--- src/rtl/owire_phy_pkg.sv ---
package owire_phy_pkg;

    typedef enum logic [2:0] {
        ST_WAIT,   // no bus reset seen yet
        ST_RST,    // reset low in progress
        ST_PDH,    // delay before presence
        ST_PDL,    // presence pull-down
        ST_PDREL,  // wait for wire high after presence
        ST_IDLE,   // armed for a slot
        ST_SLOT,   // slot timing in progress
        ST_REC     // wait for wire high after slot
    } phy_st_e;

endpackage

--- src/rtl/owire_sync.sv ---
module owire_sync #(
    parameter int   STAGES = 2,
    parameter logic INIT   = 1'b1
) (
    input  logic clk,
    input  logic rst_n,
    input  logic d,
    output logic q
);
    logic [STAGES-1:0] sh_d, sh_q;

    always_comb begin
        sh_d = {sh_q[STAGES-2:0], d};
    end

    always_ff @(posedge clk or negedge rst_n) begin
        if (!rst_n) sh_q <= {STAGES{INIT}};
        else        sh_q <= sh_d;
    end

    assign q = sh_q[STAGES-1];
endmodule

--- src/rtl/owire_ustick.sv ---
module owire_ustick #(
    parameter int DIV = 250
) (
    input  logic clk,
    input  logic rst_n,
    input  logic clr,
    output logic tick
);
    localparam int CW = $clog2(DIV + 1);

    logic [CW-1:0] cnt_d, cnt_q;

    assign tick = (cnt_q == CW'(DIV - 1));

    always_comb begin
        if (clr)       cnt_d = '0;
        else if (tick) cnt_d = '0;
        else           cnt_d = cnt_q + CW'(1);
    end

    always_ff @(posedge clk or negedge rst_n) begin
        if (!rst_n) cnt_q <= '0;
        else        cnt_q <= cnt_d;
    end
endmodule

--- src/rtl/owire_lowtimer.sv ---
module owire_lowtimer #(
    parameter int LIMIT = 120000
) (
    input  logic clk,
    input  logic rst_n,
    input  logic line_low,
    output logic hit
);
    localparam int LW = $clog2(LIMIT + 1);

    logic [LW-1:0] cnt_d, cnt_q;

    assign hit = line_low && (cnt_q == LW'(LIMIT - 1));

    always_comb begin
        if (!line_low)                  cnt_d = '0;
        else if (cnt_q == LW'(LIMIT))   cnt_d = cnt_q;
        else                            cnt_d = cnt_q + LW'(1);
    end

    always_ff @(posedge clk or negedge rst_n) begin
        if (!rst_n) cnt_q <= '0;
        else        cnt_q <= cnt_d;
    end
endmodule

--- src/rtl/owire_slave_phy.sv ---
module owire_slave_phy
    import owire_phy_pkg::*;
#(
    parameter int CLK_HZ       = 250_000_000,
    parameter int RST_MIN_US   = 480,
    parameter int PDH_US       = 30,
    parameter int PDL_US       = 120,
    parameter int WR_SAMPLE_US = 30,
    parameter int RD_HOLD_US   = 45
) (
    input  logic clk,
    input  logic rst_n,
    input  logic dq_i,
    output logic dq_drv_n,
    input  logic slot_rd,
    input  logic tx_bit,
    output logic rx_bit,
    output logic rx_valid
);
    localparam int DIV     = CLK_HZ / 1_000_000;
    localparam int RST_CYC = RST_MIN_US * DIV;
    localparam int MAX_A   = (PDH_US > PDL_US) ? PDH_US : PDL_US;
    localparam int MAX_B   = (WR_SAMPLE_US > RD_HOLD_US) ? WR_SAMPLE_US : RD_HOLD_US;
    localparam int MAX_US  = (MAX_A > MAX_B) ? MAX_A : MAX_B;
    localparam int TMR_W   = $clog2(MAX_US + 2);

    localparam logic [TMR_W-1:0] PDH_END = TMR_W'(PDH_US - 1);
    localparam logic [TMR_W-1:0] PDL_END = TMR_W'(PDL_US - 1);
    localparam logic [TMR_W-1:0] WR_END  = TMR_W'(WR_SAMPLE_US - 1);
    localparam logic [TMR_W-1:0] RD_END  = TMR_W'(RD_HOLD_US - 1);

    typedef struct packed {
        phy_st_e          st;
        logic [TMR_W-1:0] tmr;
        logic             rd;
        logic             txb;
        logic             drv;
        logic             rxb;
        logic             rxv;
        logic             prev;
    } phy_reg_t;

    localparam phy_reg_t REG_RST = '{
        st: ST_WAIT, tmr: '0, rd: 1'b0, txb: 1'b1,
        drv: 1'b0, rxb: 1'b0, rxv: 1'b0, prev: 1'b1
    };

    phy_reg_t r_d, r_q;
    logic     dq_s;
    logic     tick;
    logic     restart;
    logic     rst_hit;
    logic     fell;

    owire_sync #(.STAGES(2), .INIT(1'b1)) u_sync (
        .clk   (clk),
        .rst_n (rst_n),
        .d     (dq_i),
        .q     (dq_s)
    );

    owire_ustick #(.DIV(DIV)) u_tick (
        .clk   (clk),
        .rst_n (rst_n),
        .clr   (restart),
        .tick  (tick)
    );

    owire_lowtimer #(.LIMIT(RST_CYC)) u_low (
        .clk      (clk),
        .rst_n    (rst_n),
        .line_low (!dq_s),
        .hit      (rst_hit)
    );

    assign fell = r_q.prev && !dq_s;

    always_comb begin
        r_d      = r_q;
        r_d.rxv  = 1'b0;
        r_d.prev = dq_s;
        restart  = 1'b0;
        if (tick) r_d.tmr = r_q.tmr + TMR_W'(1);

        unique case (r_q.st)
            ST_WAIT: begin
                r_d.drv = 1'b0;
            end
            ST_RST: begin
                r_d.drv = 1'b0;
                if (dq_s) begin
                    r_d.st  = ST_PDH;
                    restart = 1'b1;
                end
            end
            ST_PDH: begin
                if (tick && r_q.tmr == PDH_END) begin
                    r_d.st  = ST_PDL;
                    r_d.drv = 1'b1;
                    restart = 1'b1;
                end
            end
            ST_PDL: begin
                if (tick && r_q.tmr == PDL_END) begin
                    r_d.st  = ST_PDREL;
                    r_d.drv = 1'b0;
                end
            end
            ST_PDREL: begin
                if (dq_s) r_d.st = ST_IDLE;
            end
            ST_IDLE: begin
                if (fell) begin
                    r_d.st  = ST_SLOT;
                    r_d.rd  = slot_rd;
                    r_d.txb = tx_bit;
                    r_d.drv = slot_rd && !tx_bit;
                    restart = 1'b1;
                end
            end
            ST_SLOT: begin
                if (!r_q.rd) begin
                    if (tick && r_q.tmr == WR_END) begin
                        r_d.rxb = dq_s;
                        r_d.rxv = 1'b1;
                        r_d.st  = ST_REC;
                    end
                end else begin
                    if (tick && r_q.tmr == RD_END) begin
                        r_d.drv = 1'b0;
                        r_d.st  = ST_REC;
                    end
                end
            end
            ST_REC: begin
                r_d.drv = 1'b0;
                if (dq_s) r_d.st = ST_IDLE;
            end
            default: begin
                r_d.st  = ST_WAIT;
                r_d.drv = 1'b0;
            end
        endcase

        if (restart) r_d.tmr = '0;

        if (rst_hit) begin
            r_d.st  = ST_RST;
            r_d.drv = 1'b0;
            r_d.rxv = 1'b0;
        end
    end

    always_ff @(posedge clk or negedge rst_n) begin
        if (!rst_n) r_q <= REG_RST;
        else        r_q <= r_d;
    end

    assign dq_drv_n = !r_q.drv;
    assign rx_bit   = r_q.rxb;
    assign rx_valid = r_q.rxv;

endmodule

--- config.mk ---
export PLATFORM = sky130hd
export DESIGN_NAME = owire_slave_phy
export DESIGN_NICKNAME = d
export VERILOG_FILES = /design/src/rtl/owire_phy_pkg.sv /design/src/rtl/owire_sync.sv /design/src/rtl/owire_ustick.sv /design/src/rtl/owire_lowtimer.sv /design/src/rtl/owire_slave_phy.sv
export SDC_FILE = /design/constraint.sdc
export NUM_CORES = 1
export LEC_CHECK = 0
export BUFFER_PORTS_ARGS = -buffer_cell sky130_fd_sc_hd__buf_2
export CAP_MARGIN = 25
export CORE_MARGIN = 1
export CORE_UTILIZATION = 50
export CTS_BUF_LIST = sky130_fd_sc_hd__clkbuf_8
export CTS_CLUSTER_DIAMETER = 100
export CTS_CLUSTER_SIZE = 14
export DETAILED_ROUTE_END_ITERATION = 8
export PLACE_DENSITY = 0.67
export SETUP_SLACK_MARGIN = 0.15
export SYNTH_ARGS = -nofsm -noshare
export SYNTH_HDL_FRONTEND = slang
export SYNTH_SLANG_ARGS = --single-unit
--- constraint.sdc ---
create_clock -name clk -period 2.4 [get_ports clk]
set_clock_uncertainty 0.15 [all_clocks]
set_input_delay 0.12 -clock clk [delete_from_list [all_inputs] [get_ports clk]]
set_output_delay 0.12 -clock clk [all_outputs]
set_load 0.01 [all_outputs]
==> impl_summary.txt, run 1 <==
----------------------------------------------------
[Global route]
  Number of antenna violations at the first check in global routing ... 0
  Number of global-route vias before repair ... 1545
  GRT Resource Usage Total ... 18.1%
  Maximum number of pins on one net before global-route repair ... 43
  Total gr overflow ... 0
  Global-route wire length before repair ... 6950 µm

[Worst setup path]
  Worst reg2reg path endpoint ... rx_bit
  Slowest cell delay on critical path ... 0.41 ns
  WP data arrival ... 2.02 ns
  Cells along the critical path ... inv_1 > ha_1 > and4bb_1 > nand4_1 > nor3_1 > mux2_1
  Critical Path Source Type ... flip-flop
  Category of the critical setup timing path ... flip-flop to flip-flop
  Buf/Inv on CP ... 1
  Cell family with most CP delay ... simple AND/OR/NAND/NOR gates
  Critical path capture point type ... flip-flop
  Peak fanout along the critical path ... 4
  Cell at the slowest stage of the critical path ... dfrtp_1
  Reg-to-reg startpoint ... u_tick.cnt_q[1]
  Number of cells traversed by the worst register-to-register path ... 6
  Reg2Reg Setup Slack ... 0.40 ns
  Worst Path Required ... 2.42 ns

[Synthesis]
  Biggest area contributors in the synthesized netlist ... dfrtp_1 43%, nor2_1 5.1%, xor2_1 5.0%, xnor2_1 4.2%, ha_1 3.8%
  Share of the synthesized area in compound gates (AO/OA/AOI/OAI) ... 8.51%
  Dominant combinational cell family by area after synthesis ... simple AND/OR/NAND/NOR gates
  Post-synth net total ... 239
  Post-synth top area share ... 42.8%
  Number of synthesized flops with an enable pin ... 0
  Total of flip-flops plus latches after synthesis ... 42
  Synth Area in Simple Gates ... 28.0%
  Fraction of synthesized cell area in xor and xnor cells ... 9.23%
  Area share of fa/ha/maj cells after synthesis ... 3.84%
  Share of flip-flops with an asynchronous set or reset ... 100%
  Sequential share of the synthesized area ... 46.3%
  Share of synthesized area spent on multiplexers ... 1.43%
  Post-synthesis cell type count ... 52
  Netlist area before placement ... 0.00228 mm²
  Top cell type by total area after synthesis ... dfrtp_1
  Syn_area_per_cell ... 10.0 µm²
  Yosys Warn Count ... 0
  Ys flop type ... dfrtp_1
  Gate count after technology mapping ... 227

[Detailed routing]
  WL/cell ... 13.3 µm
  Final WL ... 3930 µm
  Total iterations of the first detailed-routing run ... 4
  DR vias/cell ... 5.56
  DRC violation total after the first TritonRoute iteration ... 116
  Drc violations ... 0
  Vias ... 1639
  Post-route ant nets ... 0

[Clock network]
  CTS HTree Levels ... 2
  Number of buffers inserted to repair setup after CTS ... 0
  Cts repair resizes ... 0
  Number of buffers inserted during clock tree synthesis ... 5
  Clock tree root driver cell ... clkbuf_8
  Number of buffers on the longest clock path ... 2
  Total number of clock tree sinks ... 42
  Clock latency at the later pin of the worst-skew pair ... 0.29 ns
  CTS hold repair buffers ... 3
  TritonCTS clock tree ... built
  Clk slew on worst S/H paths ... 0.08 ns

[Timing]
  Worst Tran Pin Value ... 0.493 ns
  FMAX ... 501 MHz
  # setup viols final ... 0
  Accumulated negative setup slack ... 0 ns
  Tightest hold margin ... 0.107 ns
  Setup repair after global routing missed its margin ... false
  Portion of the clock cycle consumed by the worst path in the final layout ... 83.2%
  Tmin final ... 2.00 ns
  Headroom to the max-slew limit ... 66.9%
  Max-slew violation count ... 0
  Final worst setup slack ... 0.403 ns
  Final hold violation count ... 0

[Floorplan]
  Initial cell density of the core ... 52.3%
  Total number of placement rows ... 24
  Die height ... 69.5 µm
  Number of top-level design ports ... 8
  Die Outline Area ... 0.00483 mm²
  Standard cell core area ... 0.00435 mm²
  Die width ... 69.5 µm

[Final layout]
  Utilization after layout ... 57.9%
  Area added between synthesis and finish ... 10.7%
  Number of nets in the final layout ... 254
  Antenna Diode Count ... 0
  Area of all placed cells without fillers ... 0.00252 mm²
  Proportion of layout cells with a drive suffix above 1 ... 12.3%

[Hold path]
  Hold Crit Start ... tx_bit
  Hold-critical path endpoint ... r_q[3]
  Hold Path Cell Cnt ... 4
  Type of the worst min-delay path ... input pin to flip-flop

[Placed design]
  Port Buffer Count ... 7
  Placed wire-length estimate after detailed placement ... 2730 µm
  Worst slack at placement ... 0.434 ns
  Placer's final routability congestion estimate ... 0.793
  Area post-placement ... 0.00237 mm²

[Power]
  Pwr/cell area ... 519 mW/mm²
  VDD IR-drop max ... 346 µV
  Standby leakage power ... 0.00112 µW

[Outcome]
  Run status ... finished, final reports clean

[Run]
  Count of max-cap constraint violations ... 0

----------------------------------------------------
tightest hold or removal path: cells and delay by family:
| kind | cells | cell delay (ns) |
|---|---|---|
| AO/OA/AOI/OAI | 3 | 0.31 |
| buffers and inverters | 1 | 0.07 |
cells in the final DEF (no fill, tap or decap), types with 2 or more instances in the layout:
master	Yosys	layout
xor2_1	13	13
nor2_1	31	31
and4_1	5	5
inv_1	10	12
nand3_1	10	10
nor2b_1	5	5
and3b_1	5	5
ha_1	7	7
or3_1	3	3
o21ai_0	4	4
dlygate4sd3_1	0	3
a31o_1	2	2
xnor2_1	11	11
a21oi_1	6	6
nor3_1	5	5
nand2_1	18	18
clkbuf_8	0	5
a211oi_2	2	2
a31oi_1	3	3
dfstp_2	3	3
nand4_1	8	8
nand2b_1	2	2
buf_2	1	7
o21ai_1	2	2
dfrtp_1	39	39
and3_1	4	4
layer usage:
metal | wire (µm) | global-route usage, % | up-vias
li1 | - | - | 825
met1 | 2090 | 25.8 | 784
met2 | 1640 | 26.6 | 25
met3 | 144 | 3.63 | 5
met4 | 59 | 8.16 | 0
met5 | 0 | 0 | -
power breakdown:
group / internal [µW] / total, µW / switching [µW] / leakage [µW]
registers: 716 / 724 / 8.19 / 0.000560
clock network: 303 / 537 / 234 / 0.0000607
logic: 19.8 / 48.7 / 28.9 / 0.000500
total: 1040 / 1310 / 271 / 0.00112
layout make-up:
class,count,area [µm²]
clock buffers,5,68.8
clock inverters,3,37.5
fillers,376,1830
inverters,11,41.3
multi-input cells,170,1160
flip-flops and latches,42,1050
well taps,52,65.1
repair buffers,12,92.6
cells in the mapped netlist, drive strengths merged, types with 2 or more instances:
cell / n
nor2: 31
buf: 3
a31oi: 3
xnor2: 11
dfrtp: 39
nor4: 2
or3: 4
and4: 5
a211oi: 3
a31o: 2
ha: 7
o21ai: 6
nor2b: 5
and3: 4
nand4: 9
nor3: 6
nand2b: 2
mux2: 2
nand3: 11
dfstp: 3
inv: 11
xor2: 13
a21oi: 6
nand2: 18
and3b: 5
stage by stage:
| stage | total power [µW] | cells |
|---|---|---|
| 6_report | 1310 | 295 |
| 4_1_cts | 1330 | 294 |
| 5_1_grt | 1360 | 295 |
| 3_3_place_gp | 780 | 283 |
| 2_1_floorplan | 757 | 227 |
| 3_5_place_dp | 781 | 283 |
flip-flops by register name, summed over array words and instances (netlist names):
name and flops:
r_q 13, u_low.cnt_q 17, u_tick.cnt_q 8, u_sync.sh_q 2, rx_bit 1, rx_valid 1
cell families (layout without fill, tap and decap cells):
| kind of cell | after synthesis | in the layout |
|---|---|---|
| adders and majority gates | 7 | 7 |
| muxes | 3 | 3 |
| DFF | 42 | 42 |
| buffers and inverters | 15 | 31 |
| AOI/OAI and AO/OA | 26 | 26 |
| xor gates and xnor gates | 24 | 24 |
| and+or+nand+nor | 110 | 110 |
worst max-delay path by stage:
stage	start	cells after the start	endpoint	slack (ns)
floorplan	u_low.cnt_q[0]	6	u_low.cnt_q[1]	0.56
global placement	u_low.cnt_q[0]	6	u_low.cnt_q[1]	0.43
detailed placement	r_q[6]	6	r_q[3]	0.43
CTS	r_q[6]	6	r_q[3]	0.41
global route	u_tick.cnt_q[1]	6	rx_bit	0.27
finish	u_tick.cnt_q[1]	6	rx_bit	0.40
Note: power is estimated with default switching activity, not from simulation.
==> run 2, diff against run 1 <==
--- a/config.mk
+++ b/config.mk
@@ -13,7 +13,7 @@
 export CTS_CLUSTER_DIAMETER = 100
 export CTS_CLUSTER_SIZE = 14
 export DETAILED_ROUTE_END_ITERATION = 8
-export PLACE_DENSITY = 0.67
+export PLACE_DENSITY = 0.69
 export SETUP_SLACK_MARGIN = 0.15
 export SYNTH_ARGS = -nofsm -noshare
 export SYNTH_HDL_FRONTEND = slang
==> constraint.sdc (replaced) <==
create_clock -name clk -period 1.8 [get_ports clk]
set_clock_uncertainty 0.15 [all_clocks]
set_input_delay 0.09 -clock clk [delete_from_list [all_inputs] [get_ports clk]]
set_output_delay 0.09 -clock clk [all_outputs]
set_load 0.01 [all_outputs]
==> run 2 against run 1 <==
Net effect: the run now ends with negative setup slack left; worst hold slack gained 0.027 ns; cell count grew 14%; maximum frequency grew 6.8%; non-clock buffer count grew 42; critical endpoint unchanged; sequential share of layout area shrank 6.2 points; sequential cell count is the same; critical path depth is the same; wire length grew 20%; utilization grew 10 points; clock power grew 36%; global-route usage grew 3.3 points; largest cell class unchanged.
==> impl_summary.txt, run 2 (synthesis gave the netlist of run 1 again) <==
----------------------------------------------------
[Worst setup path]
  Worst Path Required ... 1.83 ns
  Cell at the slowest stage of the critical path ... dfrtp_1
  Peak fanout along the critical path ... 3
  Cells along the critical path ... inv_1 > ha_2 > and4bb_1 > nand4_1 > nor3_2 > mux2_4
  WP data arrival ... 1.90 ns
  Critical path capture point type ... flip-flop
  Cell family with most CP delay ... simple AND/OR/NAND/NOR gates
  Critical Path Source Type ... flip-flop
  Buf/Inv on CP ... 1
  Category of the critical setup timing path ... flip-flop to flip-flop
  Slowest cell delay on critical path ... 0.38 ns

[Timing]
  Tightest hold margin ... 0.133 ns
  # setup viols final ... 9
  Tmin final ... 1.87 ns
  Portion of the clock cycle consumed by the worst path in the final layout ... 104%
  Worst Tran Pin Value ... 0.507 ns
  Headroom to the max-slew limit ... 66.2%
  Final hold violation count ... 0
  Final worst setup slack ... -0.0705 ns
  Accumulated negative setup slack ... -0.326 ns
  FMAX ... 535 MHz
  Setup repair after global routing missed its margin ... true
  Max-slew violation count ... 0

[Global route]
  Maximum number of pins on one net before global-route repair ... 23
  Global routing usage on met2 ... 36.5%
  Global Route met3 Usage ... 4.07%
  Global-route met1 utilization ... 26.7%
  Busiest layer in global routing ... met2
  GRT Resource Usage Total ... 21.4%
  Total gr overflow ... 0
  Number of global-route vias before repair ... 1811
  Global-route wire length before repair ... 8150 µm
  Number of antenna violations at the first check in global routing ... 0

[Floorplan]
  Die Outline Area ... 0.00483 mm²
  Number of top-level design ports ... 8
  Standard cell core area ... 0.00435 mm²
  Die height ... 69.5 µm
  Total number of placement rows ... 24
  Die width ... 69.5 µm
  Initial cell density of the core ... 52.3%

[Hold path]
  Type of the worst min-delay path ... input pin to flip-flop

[Power]
  Combinational power share ... 5.9%
  Net switching fraction of the power ... 21.5%
  Standby leakage power ... 0.00132 µW
  Proportion of power drawn by the clock network ... 40.8%
  Pwr/cell area ... 605 mW/mm²
  Final total power ... 1800 µW
  Internal ... 1410 µW
  VDD IR-drop max ... 455 µV
  Net switching power ... 386 µW
  Register share of total power ... 53.3%

[Detailed routing]
  Post-route ant nets ... 0
  Vias ... 1816
  Drc violations ... 0
  DRC violation total after the first TritonRoute iteration ... 99
  WL/cell ... 14.1 µm
  Total iterations of the first detailed-routing run ... 4
  Final WL ... 4740 µm
  DR vias/cell ... 5.39

[Final layout]
  Max reg flops ... 17
  Proportion of layout cells with a drive suffix above 1 ... 37.5%
  Number of nets in the final layout ... 296
  Most common library cell in the layout ignoring fill and taps ... buf_4
  Most flop-heavy register ... u_low.cnt_q
  Utilization after layout ... 68.2%
  Biggest regs ... u_low.cnt_q: 17 flops, r_q: 13 flops, u_tick.cnt_q: 8 flops
  Leading cell types in the layout, fill and taps excluded ... 40 x buf_4, 38 x dfrtp_1, 26 x nor2_1
  Area added between synthesis and finish ... 30.3%
  Antenna Diode Count ... 0

[Clock network]
  Number of buffers inserted during clock tree synthesis ... 5
  Number of buffers on the longest clock path ... 2
  Total number of clock tree sinks ... 42
  Clk slew on worst S/H paths ... 0.08 ns
  TritonCTS clock tree ... built
  Clock tree root driver cell ... clkbuf_8
  CTS HTree Levels ... 2
  Clock latency at the later pin of the worst-skew pair ... 0.29 ns

[Placed design]
  Placed wire-length estimate after detailed placement ... 3200 µm
  Placer's final routability congestion estimate ... 0.812
  Port Buffer Count ... 7
  Worst slack at placement ... -0.0285 ns

[Outcome]
  Violations in the final reports ... negative setup slack
  Run status ... finished, violations left

[Run]
  Count of max-cap constraint violations ... 0

----------------------------------------------------
run 2: path summary, 6_finish.rpt:
| check | depth (start not counted) | to | slack, ns | start |
|---|---|---|---|---|
| min | 4 | r_q[3] | 0.13 | tx_bit |
| min reg2reg | 0 | u_sync.sh_q[1] | 0.21 | u_sync.sh_q[0] |
| max in group asynchronous | 3 | r_q[6] | 0.85 | rst_n |
| max | 6 | rx_bit | -0.07 | u_tick.cnt_q[1] |
| min in group asynchronous | 2 | r_q[11] | 0.14 | rst_n |
| max reg2reg | 6 | rx_bit | -0.07 | u_tick.cnt_q[1] |
run 2: power groups by stage:
stage,sequential [µW],clock [µW],combinational [µW]
after global placement,977,0,79.0
after global routing,960,790,117
after detailed placement,977,0,80.7
after CTS,959,758,101
final,959,733,105
after floorplan,982,0,30.3
run 2: layout make-up:
class                           count  area [µm²]
Timing Repair Buffer               54         419
Multi-Input combinational cell    170        1280
Tap cell                           52        65.1
Clock buffer                        5        68.8
Fill cell                         331        1390
Inverter                           11        41.3
Clock inverter                      3        40.0
Sequential cell                    42        1060
run 2: worst min-delay path, delay by kind of cell:
family | cells | cell delay [ns]
compound gates | 3 | 0.37
buf+inv | 1 | 0.08
run 2: layer usage:
| metal | wire (µm) | vias up |
|---|---|---|
| met4 | 51 | 0 |
| met3 | 89 | 4 |
| met2 | 2380 | 20 |
| met1 | 2220 | 886 |
| li1 | - | 906 |
| met5 | 0 | - |
run 2: metrics by stage:
step / cell area [µm²] / std cells
6_report: 2970 / 337
5_1_grt: 2970 / 337
4_1_cts: 2860 / 331
3_5_place_dp: 2610 / 311
3_3_place_gp: 2610 / 311
2_1_floorplan: 2300 / 227
run 2: timing repair:
item                       in CTS  in global routing
setup endpoints to repair      26                 22
pin swaps                      21                 17
buffers inserted                9                  6
hold endpoints to repair       44                  0
hold buffers                    3                  0
gates resized for setup        13                 18
==> run 3, diff against run 2 <==
--- a/config.mk
+++ b/config.mk
@@ -14,6 +14,7 @@
 export CTS_CLUSTER_SIZE = 14
 export DETAILED_ROUTE_END_ITERATION = 8
 export PLACE_DENSITY = 0.69
+export RECOVER_POWER = 25
 export SETUP_SLACK_MARGIN = 0.15
 export SYNTH_ARGS = -nofsm -noshare
 export SYNTH_HDL_FRONTEND = slang
==> run 3 against run 2 <==
Net effect: the flow still finishes with violations (negative setup slack); sequential power about the same; combinational power about the same; non-clock buffer count unchanged; wire length up 0.19%; sequential share of layout area about the same.
==> impl_summary.txt, run 3 (synthesis gave the netlist of run 1 again) <==
----------------------------------------------------
[Outcome]
  Run status ... finished, violations left
  Violations in the final reports ... negative setup slack

[Placed design]
  Placer's final routability congestion estimate ... 0.812
  Port Buffer Count ... 7
  Placed wire-length estimate after detailed placement ... 3200 µm
  Worst slack at placement ... -0.0285 ns

[Timing]
  Final hold violation count ... 0
  Tmin final ... 1.87 ns
  FMAX ... 535 MHz
  Portion of the clock cycle consumed by the worst path in the final layout ... 104%
  Final worst setup slack ... -0.0699 ns
  Headroom to the max-slew limit ... 19.1%
  Setup repair after global routing missed its margin ... true
  # setup viols final ... 9
  Max-slew violation count ... 0
  Worst Tran Pin Value ... 1.21 ns

[Final layout]
  Area added between synthesis and finish ... 30.3%
  Fillcell total ... 331
  Most flop-heavy register ... u_low.cnt_q
  Biggest regs ... u_low.cnt_q: 17 flops, r_q: 13 flops, u_tick.cnt_q: 8 flops
  Proportion of layout cells with a drive suffix above 1 ... 37.2%
  Leading cell types in the layout, fill and taps excluded ... 40 x buf_4, 38 x dfrtp_1, 26 x nor2_1
  Max reg flops ... 17
  Most common library cell in the layout ignoring fill and taps ... buf_4
  Antenna Diode Count ... 0
  Number of nets in the final layout ... 296

[Floorplan]
  Die Outline Area ... 0.00483 mm²
  Standard cell core area ... 0.00435 mm²
  Total number of placement rows ... 24
  Number of top-level design ports ... 8
  Die width ... 69.5 µm
  Die height ... 69.5 µm
  Initial cell density of the core ... 52.3%

[Hold path]
  Hold-critical path endpoint ... r_q[3]
  Hold Crit Start ... tx_bit
  Type of the worst min-delay path ... input pin to flip-flop
  Hold Path Cell Cnt ... 4

[Clock network]
  TritonCTS clock tree ... built
  Number of buffers inserted during clock tree synthesis ... 5
  Number of buffers on the longest clock path ... 2
  Clock tree root driver cell ... clkbuf_8
  Clock latency at the later pin of the worst-skew pair ... 0.29 ns
  Clk slew on worst S/H paths ... 0.08 ns
  Total number of clock tree sinks ... 42
  CTS HTree Levels ... 2

[Detailed routing]
  DR vias/cell ... 5.39
  Post-route ant nets ... 0
  DRC violation total after the first TritonRoute iteration ... 99
  Drc violations ... 0
  Total iterations of the first detailed-routing run ... 4
  Final WL ... 4740 µm
  WL/cell ... 14.1 µm
  Vias ... 1818

[Global route]
  Global-route wire length before repair ... 8150 µm
  Total gr overflow ... 0
  GRT Resource Usage Total ... 21.4%
  Maximum number of pins on one net before global-route repair ... 23
  Number of global-route vias before repair ... 1811
  Number of antenna violations at the first check in global routing ... 0

[Worst setup path]
  Critical path capture point type ... flip-flop
  Peak fanout along the critical path ... 3
  WP data arrival ... 1.90 ns
  Reg2Reg Setup Slack ... -0.07 ns
  Worst Path Required ... 1.83 ns
  Reg-to-reg startpoint ... u_tick.cnt_q[1]
  Number of cells traversed by the worst register-to-register path ... 6
  Category of the critical setup timing path ... flip-flop to flip-flop
  Worst reg2reg path endpoint ... rx_bit
  Critical Path Source Type ... flip-flop

[Power]
  VDD IR-drop max ... 455 µV
  Proportion of power drawn by the clock network ... 40.8%
  Final total power ... 1800 µW
  Combinational power share ... 5.9%
  Internal ... 1410 µW
  Net switching power ... 386 µW
  Register share of total power ... 53.3%
  Pwr/cell area ... 606 mW/mm²
  Net switching fraction of the power ... 21.5%
  Standby leakage power ... 0.00132 µW

[Run]
  Count of max-cap constraint violations ... 0

----------------------------------------------------
-- run 3: changes by cell type in the layout (fill, tap and decap cells not counted) --
| cell | change |
|---|---|
| buf_2 | -1 |
| clkbuf_1 | +1 |
-- run 3: worst max-delay path by stage --
stage | end | slack [ns] | startpoint
5_1_grt | rx_bit | -0.15 | u_tick.cnt_q[1]
4_1_cts | rx_bit | -0.005 | r_q[7]
6_report | rx_bit | -0.07 | u_tick.cnt_q[1]
2_1_floorplan | u_low.cnt_q[1] | -0.003 | u_low.cnt_q[0]
3_3_place_gp | rx_bit | 0.006 | u_tick.cnt_q[1]
3_5_place_dp | r_q[3] | -0.03 | u_tick.cnt_q[1]
-- run 3: worst max-delay path, stage by stage, from the launching register on --
cell and delay (ns):
dfrtp_1 0.38, inv_1 0.06, ha_2 0.17, and4bb_1 0.25, nand4_1 0.19, nor3_2 0.24, mux2_4 0.32
-- run 3: per-layer routing --
layer,GRT usage (%),part of all wire [%],wire length (µm)
met5,0,0,0
met4,8.62,1.1,51
met3,4.07,2.1,101
met2,36.5,50,2370
met1,26.7,47,2220
-- run 3: timing repair --
item / 4_1_cts / 5_1_grt
endpoints found under the setup margin: 26 / 22
endpoints found under the hold margin: 44 / 0
pin swaps: 21 / 17
gates resized for setup: 13 / 18
buffers inserted: 9 / 6
hold buffers: 3 / 0
-- run 3: cell type report --
cell class	instances	area (µm²)	share of cell area, %
clock buffer	5	68.8	2.32
clock inverter	3	40.0	1.35
multi-input combinational	170	1280	43.1
sequential	42	1060	35.6
inverter	11	41.3	1.39
timing repair buffer	54	418	14.1
tap	52	65.1	2.19
-- run 3: through the flow --
step                      instance area [µm²]  instances  hold slack (ns)  setup TNS [ns]  utilization (%)
after floorplan                          2300        227           -0.356        -0.00275                -
after CTS                                2860        331           0.0730        -0.00462             65.7
after detailed placement                 2610        311          -0.0560         -0.0561             59.9
after global placement                   2610        311          -0.0651               0             59.9
after global routing                     2970        337            0.186           -1.19             68.2
final                                    2970        337            0.133          -0.322             68.2
-- run 3: power by group through the flow --
stage	combinational (µW)	sequential [µW]	clock, µW
floorplan	30.3	982	0
global placement	79.0	977	0
detailed placement	80.7	977	0
CTS	101	959	758
global route	117	960	790
finish	105	959	734
